<file path="src/rtl/framer_pkg.sv">
package framer_pkg;

    typedef enum logic [1:0] {
        K_REG = 2'd0,
        K_IDX = 2'd1,
        K_WIN = 2'd2,
        K_PIX = 2'd3
    } req_kind_e;

    typedef enum logic [1:0] {
        S_IDLE,
        S_GAP,
        S_BYTE,
        S_PIXW
    } seq_state_e;

    localparam int BYTE_W  = 8;
    localparam int WORD_W  = 2 * BYTE_W;
    localparam int COORD_W = BYTE_W;

    localparam logic [BYTE_W-1:0] LEAD_INDEX = 8'h70;
    localparam logic [BYTE_W-1:0] LEAD_DATA  = 8'h72;

    localparam logic [WORD_W-1:0] REG_HLIMIT = 16'h0044;
    localparam logic [WORD_W-1:0] REG_VLIMIT = 16'h0045;
    localparam logic [WORD_W-1:0] REG_CURSOR = 16'h0021;
    localparam logic [WORD_W-1:0] REG_MEMWR  = 16'h0022;

    typedef struct packed {
        logic              is_data;
        logic [WORD_W-1:0] word;
    } frame_t;

endpackage

</file>
<file path="src/rtl/frame_map.sv">
module frame_map
    import framer_pkg::*;
(
    input  req_kind_e          kind,
    input  logic [2:0]         frame_idx,
    input  logic [WORD_W-1:0]  reg_addr,
    input  logic [WORD_W-1:0]  reg_val,
    input  logic [COORD_W-1:0] left,
    input  logic [COORD_W-1:0] top,
    input  logic [COORD_W-1:0] width,
    input  logic [COORD_W-1:0] height,
    output frame_t             frm,
    output logic [2:0]         frame_count
);
    logic [COORD_W-1:0] h_end;
    logic [COORD_W-1:0] v_end;

    always_comb begin
        h_end = left + width - COORD_W'(1);
        v_end = top + height - COORD_W'(1);
        frm   = '{is_data: 1'b0, word: '0};
        frame_count = 3'd1;
        unique case (kind)
            K_REG: begin
                frame_count = 3'd2;
                if (frame_idx == 3'd0) frm = '{is_data: 1'b0, word: reg_addr};
                else                   frm = '{is_data: 1'b1, word: reg_val};
            end
            K_IDX: begin
                frame_count = 3'd1;
                frm = '{is_data: 1'b0, word: reg_addr};
            end
            K_WIN: begin
                frame_count = 3'd7;
                case (frame_idx)
                    3'd0:    frm = '{is_data: 1'b0, word: REG_HLIMIT};
                    3'd1:    frm = '{is_data: 1'b1, word: {h_end, left}};
                    3'd2:    frm = '{is_data: 1'b0, word: REG_VLIMIT};
                    3'd3:    frm = '{is_data: 1'b1, word: {v_end, top}};
                    3'd4:    frm = '{is_data: 1'b0, word: REG_CURSOR};
                    3'd5:    frm = '{is_data: 1'b1, word: {top, left}};
                    default: frm = '{is_data: 1'b0, word: REG_MEMWR};
                endcase
            end
            default: begin
                frame_count = 3'd1;
                frm = '{is_data: 1'b1, word: '0};
            end
        endcase
    end
endmodule

</file>
<file path="src/rtl/spi_byte_tx.sv">
module spi_byte_tx
    import framer_pkg::*;
#(
    parameter int HALF_CYC = 17
) (
    input  logic              clk,
    input  logic              rst_n,
    input  logic              start,
    input  logic [BYTE_W-1:0] byte_in,
    output logic              tx_busy,
    output logic              done,
    output logic              sclk,
    output logic              mosi
);
    localparam int CW = $clog2(HALF_CYC + 1);
    localparam int BW = $clog2(BYTE_W);

    typedef struct packed {
        logic              busy;
        logic              sclk;
        logic              mosi;
        logic [BYTE_W-1:0] shreg;
        logic [BW-1:0]     bitn;
        logic [CW-1:0]     cnt;
        logic              done;
    } tx_t;

    tx_t tx_d, tx_q;

    always_comb begin
        tx_d = tx_q;
        tx_d.done = 1'b0;
        if (!tx_q.busy) begin
            if (start) begin
                tx_d.busy  = 1'b1;
                tx_d.sclk  = 1'b0;
                tx_d.mosi  = byte_in[BYTE_W-1];
                tx_d.shreg = {byte_in[BYTE_W-2:0], 1'b0};
                tx_d.bitn  = '0;
                tx_d.cnt   = '0;
            end
        end else if (tx_q.cnt == CW'(HALF_CYC - 1)) begin
            tx_d.cnt = '0;
            if (!tx_q.sclk) begin
                tx_d.sclk = 1'b1;
            end else if (tx_q.bitn == BW'(BYTE_W - 1)) begin
                tx_d.busy = 1'b0;
                tx_d.done = 1'b1;
            end else begin
                tx_d.sclk  = 1'b0;
                tx_d.mosi  = tx_q.shreg[BYTE_W-1];
                tx_d.shreg = {tx_q.shreg[BYTE_W-2:0], 1'b0};
                tx_d.bitn  = tx_q.bitn + BW'(1);
            end
        end else begin
            tx_d.cnt = tx_q.cnt + CW'(1);
        end
    end

    always_ff @(posedge clk or negedge rst_n) begin
        if (!rst_n) begin
            tx_q <= '{busy: 1'b0, sclk: 1'b1, mosi: 1'b0, shreg: '0,
                      bitn: '0, cnt: '0, done: 1'b0};
        end else begin
            tx_q <= tx_d;
        end
    end

    assign tx_busy = tx_q.busy;
    assign done    = tx_q.done;
    assign sclk    = tx_q.sclk;
    assign mosi    = tx_q.mosi;

    // a byte is never launched while the previous one is still shifting
    assert_no_restart_R2: assert property (@(posedge clk) disable iff (!rst_n)
        start |-> !tx_q.busy);

    // the byte ends with the serial clock back at its idle level
    assert_done_idle_high_R9: assert property (@(posedge clk) disable iff (!rst_n)
        tx_q.done |-> tx_q.sclk);

    // the clock level only moves while a byte is in flight
    assert_sclk_quiet_R2: assert property (@(posedge clk) disable iff (!rst_n)
        (!tx_q.busy && !start) |=> $stable(tx_q.sclk));
endmodule

</file>
<file path="src/rtl/spi_cmd_framer.sv">
module spi_cmd_framer
    import framer_pkg::*;
#(
    parameter int CLK_HZ    = 200_000_000,
    parameter int GAP_NS    = 1000,
    parameter int SCLK_HALF = 17
) (
    input  logic        clk,
    input  logic        rst_n,
    input  logic        req_valid,
    input  logic [1:0]  req_kind,
    input  logic [15:0] req_reg,
    input  logic [15:0] req_value,
    input  logic [7:0]  req_left,
    input  logic [7:0]  req_top,
    input  logic [7:0]  req_width,
    input  logic [7:0]  req_height,
    input  logic        req_no_pix,
    output logic        busy,
    input  logic        pix_valid,
    input  logic [15:0] pix_data,
    input  logic        pix_last,
    output logic        pix_ready,
    output logic        spi_cs_n,
    output logic        spi_sclk,
    output logic        spi_mosi
);
    localparam longint GAP_L   = (longint'(CLK_HZ) * longint'(GAP_NS) + 64'd999_999_999) / 64'd1_000_000_000;
    localparam int     GAP_CYC = int'(GAP_L);
    localparam int     GW      = $clog2(GAP_CYC + 2);

    typedef struct packed {
        seq_state_e         state;
        req_kind_e          kind;
        logic [WORD_W-1:0]  reg_addr;
        logic [WORD_W-1:0]  reg_val;
        logic [COORD_W-1:0] left;
        logic [COORD_W-1:0] top;
        logic [COORD_W-1:0] width;
        logic [COORD_W-1:0] height;
        logic               no_pix;
        logic [2:0]         frame;
        logic [1:0]         bidx;
        logic [WORD_W-1:0]  pix_word;
        logic               pix_end;
        logic               cs_n;
        logic               busy;
        logic [GW-1:0]      gcnt;
    } seq_t;

    seq_t s_d, s_q;

    logic              tx_start;
    logic [BYTE_W-1:0] tx_byte;
    logic              tx_busy;
    logic              tx_done;
    frame_t            cur_frm;
    logic [2:0]        frame_count;
    logic              finish;

    frame_map u_map (
        .kind        (s_q.kind),
        .frame_idx   (s_q.frame),
        .reg_addr    (s_q.reg_addr),
        .reg_val     (s_q.reg_val),
        .left        (s_q.left),
        .top         (s_q.top),
        .width       (s_q.width),
        .height      (s_q.height),
        .frm         (cur_frm),
        .frame_count (frame_count)
    );

    spi_byte_tx #(.HALF_CYC(SCLK_HALF)) u_tx (
        .clk     (clk),
        .rst_n   (rst_n),
        .start   (tx_start),
        .byte_in (tx_byte),
        .tx_busy (tx_busy),
        .done    (tx_done),
        .sclk    (spi_sclk),
        .mosi    (spi_mosi)
    );

    always_comb begin
        s_d      = s_q;
        tx_start = 1'b0;
        tx_byte  = '0;
        finish   = 1'b0;

        if (s_q.cs_n && (s_q.gcnt < GW'(GAP_CYC))) s_d.gcnt = s_q.gcnt + GW'(1);

        unique case (s_q.state)
            S_IDLE: begin
                if (req_valid) begin
                    s_d.state    = S_GAP;
                    s_d.kind     = req_kind_e'(req_kind);
                    s_d.reg_addr = req_reg;
                    s_d.reg_val  = req_value;
                    s_d.left     = req_left;
                    s_d.top      = req_top;
                    s_d.width    = req_width;
                    s_d.height   = req_height;
                    s_d.no_pix   = req_no_pix;
                    s_d.frame    = '0;
                    s_d.busy     = 1'b1;
                end
            end
            S_GAP: begin
                if (s_q.gcnt >= GW'(GAP_CYC)) begin
                    tx_start  = 1'b1;
                    tx_byte   = cur_frm.is_data ? LEAD_DATA : LEAD_INDEX;
                    s_d.cs_n  = 1'b0;
                    s_d.bidx  = 2'd0;
                    s_d.state = S_BYTE;
                end
            end
            S_BYTE: begin
                if (tx_done) begin
                    if (s_q.kind == K_PIX) begin
                        if (s_q.bidx == 2'd0) begin
                            if (s_q.no_pix) finish = 1'b1;
                            else            s_d.state = S_PIXW;
                        end else if (s_q.bidx == 2'd1) begin
                            tx_start = 1'b1;
                            tx_byte  = s_q.pix_word[BYTE_W-1:0];
                            s_d.bidx = 2'd2;
                        end else begin
                            if (s_q.pix_end) finish = 1'b1;
                            else             s_d.state = S_PIXW;
                        end
                    end else begin
                        if (s_q.bidx == 2'd0) begin
                            tx_start = 1'b1;
                            tx_byte  = cur_frm.word[WORD_W-1:BYTE_W];
                            s_d.bidx = 2'd1;
                        end else if (s_q.bidx == 2'd1) begin
                            tx_start = 1'b1;
                            tx_byte  = cur_frm.word[BYTE_W-1:0];
                            s_d.bidx = 2'd2;
                        end else begin
                            finish = 1'b1;
                        end
                    end
                end
            end
            S_PIXW: begin
                if (pix_valid) begin
                    tx_start     = 1'b1;
                    tx_byte      = pix_data[WORD_W-1:BYTE_W];
                    s_d.pix_word = pix_data;
                    s_d.pix_end  = pix_last;
                    s_d.bidx     = 2'd1;
                    s_d.state    = S_BYTE;
                end
            end
            default: s_d.state = S_IDLE;
        endcase

        if (finish) begin
            s_d.cs_n = 1'b1;
            s_d.gcnt = '0;
            if ((s_q.frame + 3'd1) < frame_count) begin
                s_d.frame = s_q.frame + 3'd1;
                s_d.state = S_GAP;
            end else begin
                s_d.busy  = 1'b0;
                s_d.state = S_IDLE;
            end
        end
    end

    always_ff @(posedge clk or negedge rst_n) begin
        if (!rst_n) begin
            s_q <= '{state: S_IDLE, kind: K_REG, reg_addr: '0, reg_val: '0,
                     left: '0, top: '0, width: '0, height: '0, no_pix: 1'b0,
                     frame: '0, bidx: '0, pix_word: '0, pix_end: 1'b0,
                     cs_n: 1'b1, busy: 1'b0, gcnt: '0};
        end else begin
            s_q <= s_d;
        end
    end

    assign busy      = s_q.busy;
    assign spi_cs_n  = s_q.cs_n;
    assign pix_ready = (s_q.state == S_PIXW);

    // chip select only falls after the guard counter has run out
    assert_gap_met_R4: assert property (@(posedge clk) disable iff (!rst_n)
        $fell(s_q.cs_n) |-> ($past(s_q.gcnt) >= GW'(GAP_CYC)));

    // chip select is never low outside a request
    assert_cs_inside_busy_R8: assert property (@(posedge clk) disable iff (!rst_n)
        !s_q.cs_n |-> s_q.busy);

    // busy only rises from an offered request
    assert_busy_from_req_R8: assert property (@(posedge clk) disable iff (!rst_n)
        $rose(s_q.busy) |-> $past(req_valid));

    // the serial clock idles high while chip select is high
    assert_sclk_idle_R9: assert property (@(posedge clk) disable iff (!rst_n)
        s_q.cs_n |-> spi_sclk);

    // pixels are only taken inside an open frame with the shifter idle
    assert_ready_in_frame_R6: assert property (@(posedge clk) disable iff (!rst_n)
        pix_ready |-> (!s_q.cs_n && !tx_busy));

    // a request offered while busy leaves the latched request unchanged
    assert_busy_ignores_req_R8: assert property (@(posedge clk) disable iff (!rst_n)
        (s_q.busy && s_q.state != S_IDLE) |=> ($stable(s_q.kind) && $stable(s_q.reg_addr)));
endmodule

</file>
<file path="config.mk">
export PLATFORM = sky130hd
export DESIGN_NAME = spi_cmd_framer
export DESIGN_NICKNAME = d
export VERILOG_FILES = /design/src/rtl/framer_pkg.sv /design/src/rtl/frame_map.sv /design/src/rtl/spi_byte_tx.sv /design/src/rtl/spi_cmd_framer.sv
export SDC_FILE = /design/constraint.sdc
export NUM_CORES = 1
export LEC_CHECK = 0
export BUFFER_PORTS_ARGS = -buffer_cell sky130_fd_sc_hd__buf_2
export CORE_ASPECT_RATIO = 1.4
export CORE_UTILIZATION = 50
export CTS_BUF_LIST = sky130_fd_sc_hd__clkbuf_4
export DETAILED_ROUTE_END_ITERATION = 6
export GPL_TIMING_DRIVEN = 0
export PLACE_DENSITY_LB_ADDON = 0.15
export SLEW_MARGIN = 25
export SYNTH_ARGS = -nofsm -noshare
export SYNTH_HDL_FRONTEND = slang
export SYNTH_HIERARCHICAL = 1
export SYNTH_SLANG_ARGS = --single-unit
</file>
<file path="constraint.sdc">
create_clock -name clk -period 4.7 [get_ports clk]
set_clock_uncertainty 0.2 [all_clocks]
set_input_delay 0.47 -clock clk [delete_from_list [all_inputs] [get_ports clk]]
set_output_delay 0.47 -clock clk [all_outputs]
set_load 0.02 [all_outputs]
</file>
# Word-level counts from Yosys, hierarchy flattened
# Index checks and enable logic that the tools add are counted.
# totals
regBits	121
latch_bits	0
ramBits	0
romBits	0
in_bits	88
output_inout_bits	5
mem_count	0
# op_classes
n_addsub	8
n_mul	0
n_div	0
n_lt_le_gt_ge	3
n_eq_ne	29
shifts	0
mux	74
n_bitwise	0
reduce_logical	17
# ops
cell	n
17-bit case mux with 6 select lines	1
72-bit 2-to-1 mux	1
8-bit 2-to-1 mux	8
19-bit 2-to-1 mux	3
17-bit case mux with 3 select lines	1
2-bit 2-to-1 mux	16
1-bit 2-to-1 mux	29
8-bit case mux with 3 select lines	1
17-bit 2-to-1 mux	1
8-bit adder	2
8-bit by 1-bit subtractor with 8-bit output, second input constant	2
14-bit 2-to-1 mux	1
13-bit 2-to-1 mux	1
12-bit 2-to-1 mux	1
3-bit inequality test, second input constant	4
4-bit inequality test, second input constant	3
10-bit 2-to-1 mux	1
2-bit inequality test, second input constant	5
3-bit equality test, second input constant	3
3-bit 2-to-1 mux	3
8-bit by 1-bit adder with 8-bit output, second input constant	1
2-bit equality test, second input constant	4
8-bit >= comparator, second input constant	1
8-bit less-than comparator, second input constant	1
24 further kinds	37

# Longest topological paths before layout
# logic_depth
word_depth	11
depth_mapped	15
depth_no_buf	15

# Cells and area by module
# Netlist, hierarchy kept.
# by_module_without_submodules
mod	instances	cells_each	area_each_um2	seq_area_each_um2
spi_cmd_framer	1	330	4182.8	2328.5
frame_map	1	251	1635.3	0.0
spi_byte_tx	1	83	965.9	476.7

# Worst setup path after synthesis
# No wires, ideal clock.
# synth_timing
kind	flip-flop to flip-flop
startpoint	register s_q[50] in the netlist's numbering
endpoint	register u_tx.tx_q (netlist bit u_tx/mosi)
arrival_ns	2.909
required_time_ns	4.374
path_slack_ns	1.465
stages_incl_launch_ff	16
path_buffers	0
cell_sequence	dfrtp_1 -> inv_1 -> ha_1 -> inv_1 -> ha_1 -> fa_1 -> a21oi_1 -> o221ai_1 -> mux2_2 -> o31ai_1 -> o211ai_1 -> nand3_1 -> o21ai_0 -> a22o_1 -> and2_1 -> a221o_1
# synth_rtl
element	line	text
from (decl)	spi_cmd_framer.sv:51	seq_t s_d, s_q;
from (signal assigned)	spi_cmd_framer.sv:175	s_q <= '{state: S_IDLE, kind: K_REG, reg_addr: '0, reg_val: '0,
to (signal assigned)	spi_byte_tx.sv:62	tx_q <= '{busy: 1'b0, sclk: 1'b1, mosi: 1'b0, shreg: '0,
to (signal assigned)	spi_byte_tx.sv:65	tx_q <= tx_d;
to (decl)	spi_byte_tx.sv:28	tx_t tx_d, tx_q;

==> reports/summary.txt <==
Result of the run = complete, no violations
Syn Inst Count = 664
GRT Residual Overflow = 0
Number of ports placed on the die boundary = 93
CTS tree = done
Maximum number of buffers from clock root to sink = 2
Largest driver fanout on the critical path = 4
Clk pwr share = 0.131
Routed vias = 5573
Pre-CTS setup slack = 1.04 ns
Count of flip-flops with a built-in enable after synthesis = 0
Power share of the sequential group = 0.385
Data arrival time at the worst-slack endpoint = 3.92 ns
Core Footprint = 13300 um2
Final critical-path setup slack = 0.983 ns
Instance count after placement with tap cells included = 939
Post-Syn Area = 6780 um2
Top flip-flop cell by instance count after synthesis = sky130_fd_sc_hd__dfrtp_1
H-Tree Depth = 3
Internal cell power = 2.12 mW
Largest net degree at the start of global routing = 63
Number of max-capacitance violations reported = 0
Sw Share = 0.398
Die boundary height = 140 um
Fill cell total of the finished layout = 1155
Rows = 50
Iteration count of the initial detailed-routing pass = 5
Commonest cells in the netlist = sky130_fd_sc_hd__dfrtp_1, sky130_fd_sc_hd__mux2_2, sky130_fd_sc_hd__inv_1
Max-Slew Margin vs Limit = 0.632
Wire length after detailed routing = 17.2 mm
Static leakage = 4.00 nW
Wirelength per Cell = 16.7 um
Number of clock buffers inserted by TritonCTS = 9
Largest vdd supply drop = 0.335 mV
Most frequent cell after synthesis = sky130_fd_sc_hd__dfrtp_1
Combinational cell fraction of total power = 0.484
DRC violation count after routing = 0
Unrepaired setup endpoints after global routing = no
Cell-by-cell listing of the critical path = inv_1, ha_1, inv_1, ha_1, fa_1, a21oi_1, o221ai_1, mux2_2, o31ai_1, o211ai_1, nand3_1, o21ai_0, a22o_1, and2_1, a221o_1
Cell area power density = 420 nW/um2
Cell taking the most area after synthesis = sky130_fd_sc_hd__dfrtp_1
Startpoint kind of the worst setup timing path = flop
Starting DRT DRC Count = 319
Buffers inserted during post-CTS setup optimization = 0
Synthesized flop and latch total = 112
Max Fclk = 269 MHz
Number of global-route vias before repair = 5799
Share of synthesized flip-flops with an asynchronous set or reset = 1.00
Minimum period implied by the final worst setup slack = 3.72 ns
CTS Sinks = 112
Total routing resource utilization after global routing = 0.261
Final Max Slew Viols = 0
Master of the slowest instance on the critical path = sky130_fd_sc_hd__dfrtp_1
Via density = 5.39
Sequential area share after synthesis = 0.414
Starting utilization of the core area = 0.509
Hold Violations, Final = 0
Clock root buffer = sky130_fd_sc_hd__clkbuf_4
P&R area growth vs syn = 23.9%
Switching power of the nets = 1.41 mW
Fraction of synthesized cell area taken by the top area cell type = 0.406
Last weighted congestion value of the routability-driven placer = 0.939
Final Instance Count excl. Fillers = 1033
Detailed placement HPWL = 12.8 mm
Clk Latency, worst-skew pair = 0.51 ns
Synthesized area per cell = 10.2 um2
Count of buffers inserted at the top-level ports = 92
Initial antenna violation count = 1
Worst hold slack across all endpoints = 0.113 ns
Die Outline Area = 14000 um2
Crit Path Class = reg -> reg
Setup TNS = 0 ns
Count of final setup violators = 0
Final cycle utilization of the critical path = 0.791
Dominant cells by area after synthesis = sky130_fd_sc_hd__dfrtp_1, sky130_fd_sc_hd__mux2_2, sky130_fd_sc_hd__ha_1
Post-synthesis cell type count = 74
Required time at the endpoint of the critical path = 4.90 ns
Hold Crit Class = in -> reg
First-pass GRT wire length = 28.3 mm
Register clock-pin slew on the reported worst setup and hold paths = 0.17 ns
Overall power = 3.53 mW
Number of warnings printed during yosys synthesis = 6
Transition time at the pin with the least slew margin = 0.550 ns
Number of nets in the final layout = 975
Syn nets = 794
Width of the die = 100 um
Final antenna-violating net count = 0
Share of post-route cells with drive strength above 1 = 0.261
Critical Path End Type = flop
Peak per-stage delay on the critical path = 0.45 ns
-- state kept, by name (all words and copies together) (netlist names) --
name          cells
s_q              91
u_tx/tx_q        15
busy              1
spi_cs_n          1
u_tx/done         1
u_tx/mosi         1
u_tx/sclk         1
u_tx/tx_busy      1
-- layout make-up --
cell class,instances,area (um2),area share
well taps,182,228,0.0271
repair buffers,170,1260,0.150
plain buffers,27,139,0.0165
clock inverters,7,61.3,0.00729
flip-flops and latches,112,2810,0.334
diodes,1,2.50,0.000298
multi-input cells,456,3580,0.426
clock buffers,9,67.6,0.00804
inverters,69,259,0.0308
-- timing repair --
item                                   CTS  global route
endpoints found under the hold margin  126             0
hold buffers                            77             0
resized for setup                        0             0
-- kinds of logic (layout without fill, tap and decap cells) --
kind of cell	after synthesis	after routing	synth area share
mux	99	99	0.159
compound gates	124	124	0.129
simple gates	176	176	0.139
flops	112	112	0.414
other cells	0	1	0
buf+inv	96	282	0.0586
fa+ha+maj	42	42	0.0797
xor+xnor	15	15	0.0214
-- final timing paths --
check                                from   endpoint  slack [ns]  cells after the start
worst max-delay path              s_q[50]  u_tx/mosi        0.98                     15
worst min-delay path            pix_valid    s_q[99]        0.11                      4
worst max register to register    s_q[50]  u_tx/mosi        0.98                     15
worst min register to register    s_q[12]    s_q[12]        0.31                      2
max in group asynchronous           rst_n   spi_cs_n        3.36                      3
min in group asynchronous           rst_n    s_q[40]        0.26                      2
-- layout by cell type (no fill, tap or decap), types with 20 or more instances in the layout --
cell                            synthesis  final
sky130_fd_sc_hd__a21oi_1               24     24
sky130_fd_sc_hd__buf_2                 15    106
sky130_fd_sc_hd__dfrtp_1              110    110
sky130_fd_sc_hd__dlygate4sd3_1          0     77
sky130_fd_sc_hd__ha_1                  40     40
sky130_fd_sc_hd__inv_1                 67     67
sky130_fd_sc_hd__mux2_2                70     70
sky130_fd_sc_hd__mux2i_1               29     29
sky130_fd_sc_hd__nand2_1               62     62
sky130_fd_sc_hd__nand3_1               20     20
sky130_fd_sc_hd__nor2_1                23     23
sky130_fd_sc_hd__o21ai_0               32     32
-- per-stage QoR --
| stage | util | cell area (um2) |
|---|---|---|
| floorplan | - | 6780 |
| global placement | 0.561 | 7470 |
| detailed placement | 0.563 | 7510 |
| CTS | 0.631 | 8410 |
| global route | 0.631 | 8410 |
| finish | 0.631 | 8410 |
-- per-layer routing --
metal / vias to the layer above / global-route usage / wire length (um)
li1: 2690 / - / -
met1: 2671 / 0.314 / 7160
met2: 170 / 0.453 / 8790
met3: 42 / 0.0316 / 576
met4: 0 / 0.133 / 706
met5: - / 0 / 0
-- power by group through the flow --
stage / clock network (mW) / logic, mW / registers [mW]
floorplan: 0 / 1.23 / 1.31
global placement: 0 / 1.60 / 1.37
detailed placement: 0 / 1.64 / 1.38
CTS: 0.484 / 1.70 / 1.36
global route: 0.512 / 1.89 / 1.39
finish: 0.462 / 1.71 / 1.36
-- critical path: cells and delay by family, from the launching register on --
kind / cells / cell delay, ns
simple gates: 2 / 0.25
flops: 1 / 0.45
mux: 1 / 0.33
buf+inv: 2 / 0.10
compound gates: 7 / 1.40
fa+ha+maj: 3 / 0.89
Power figures use the tool's default switching activity.
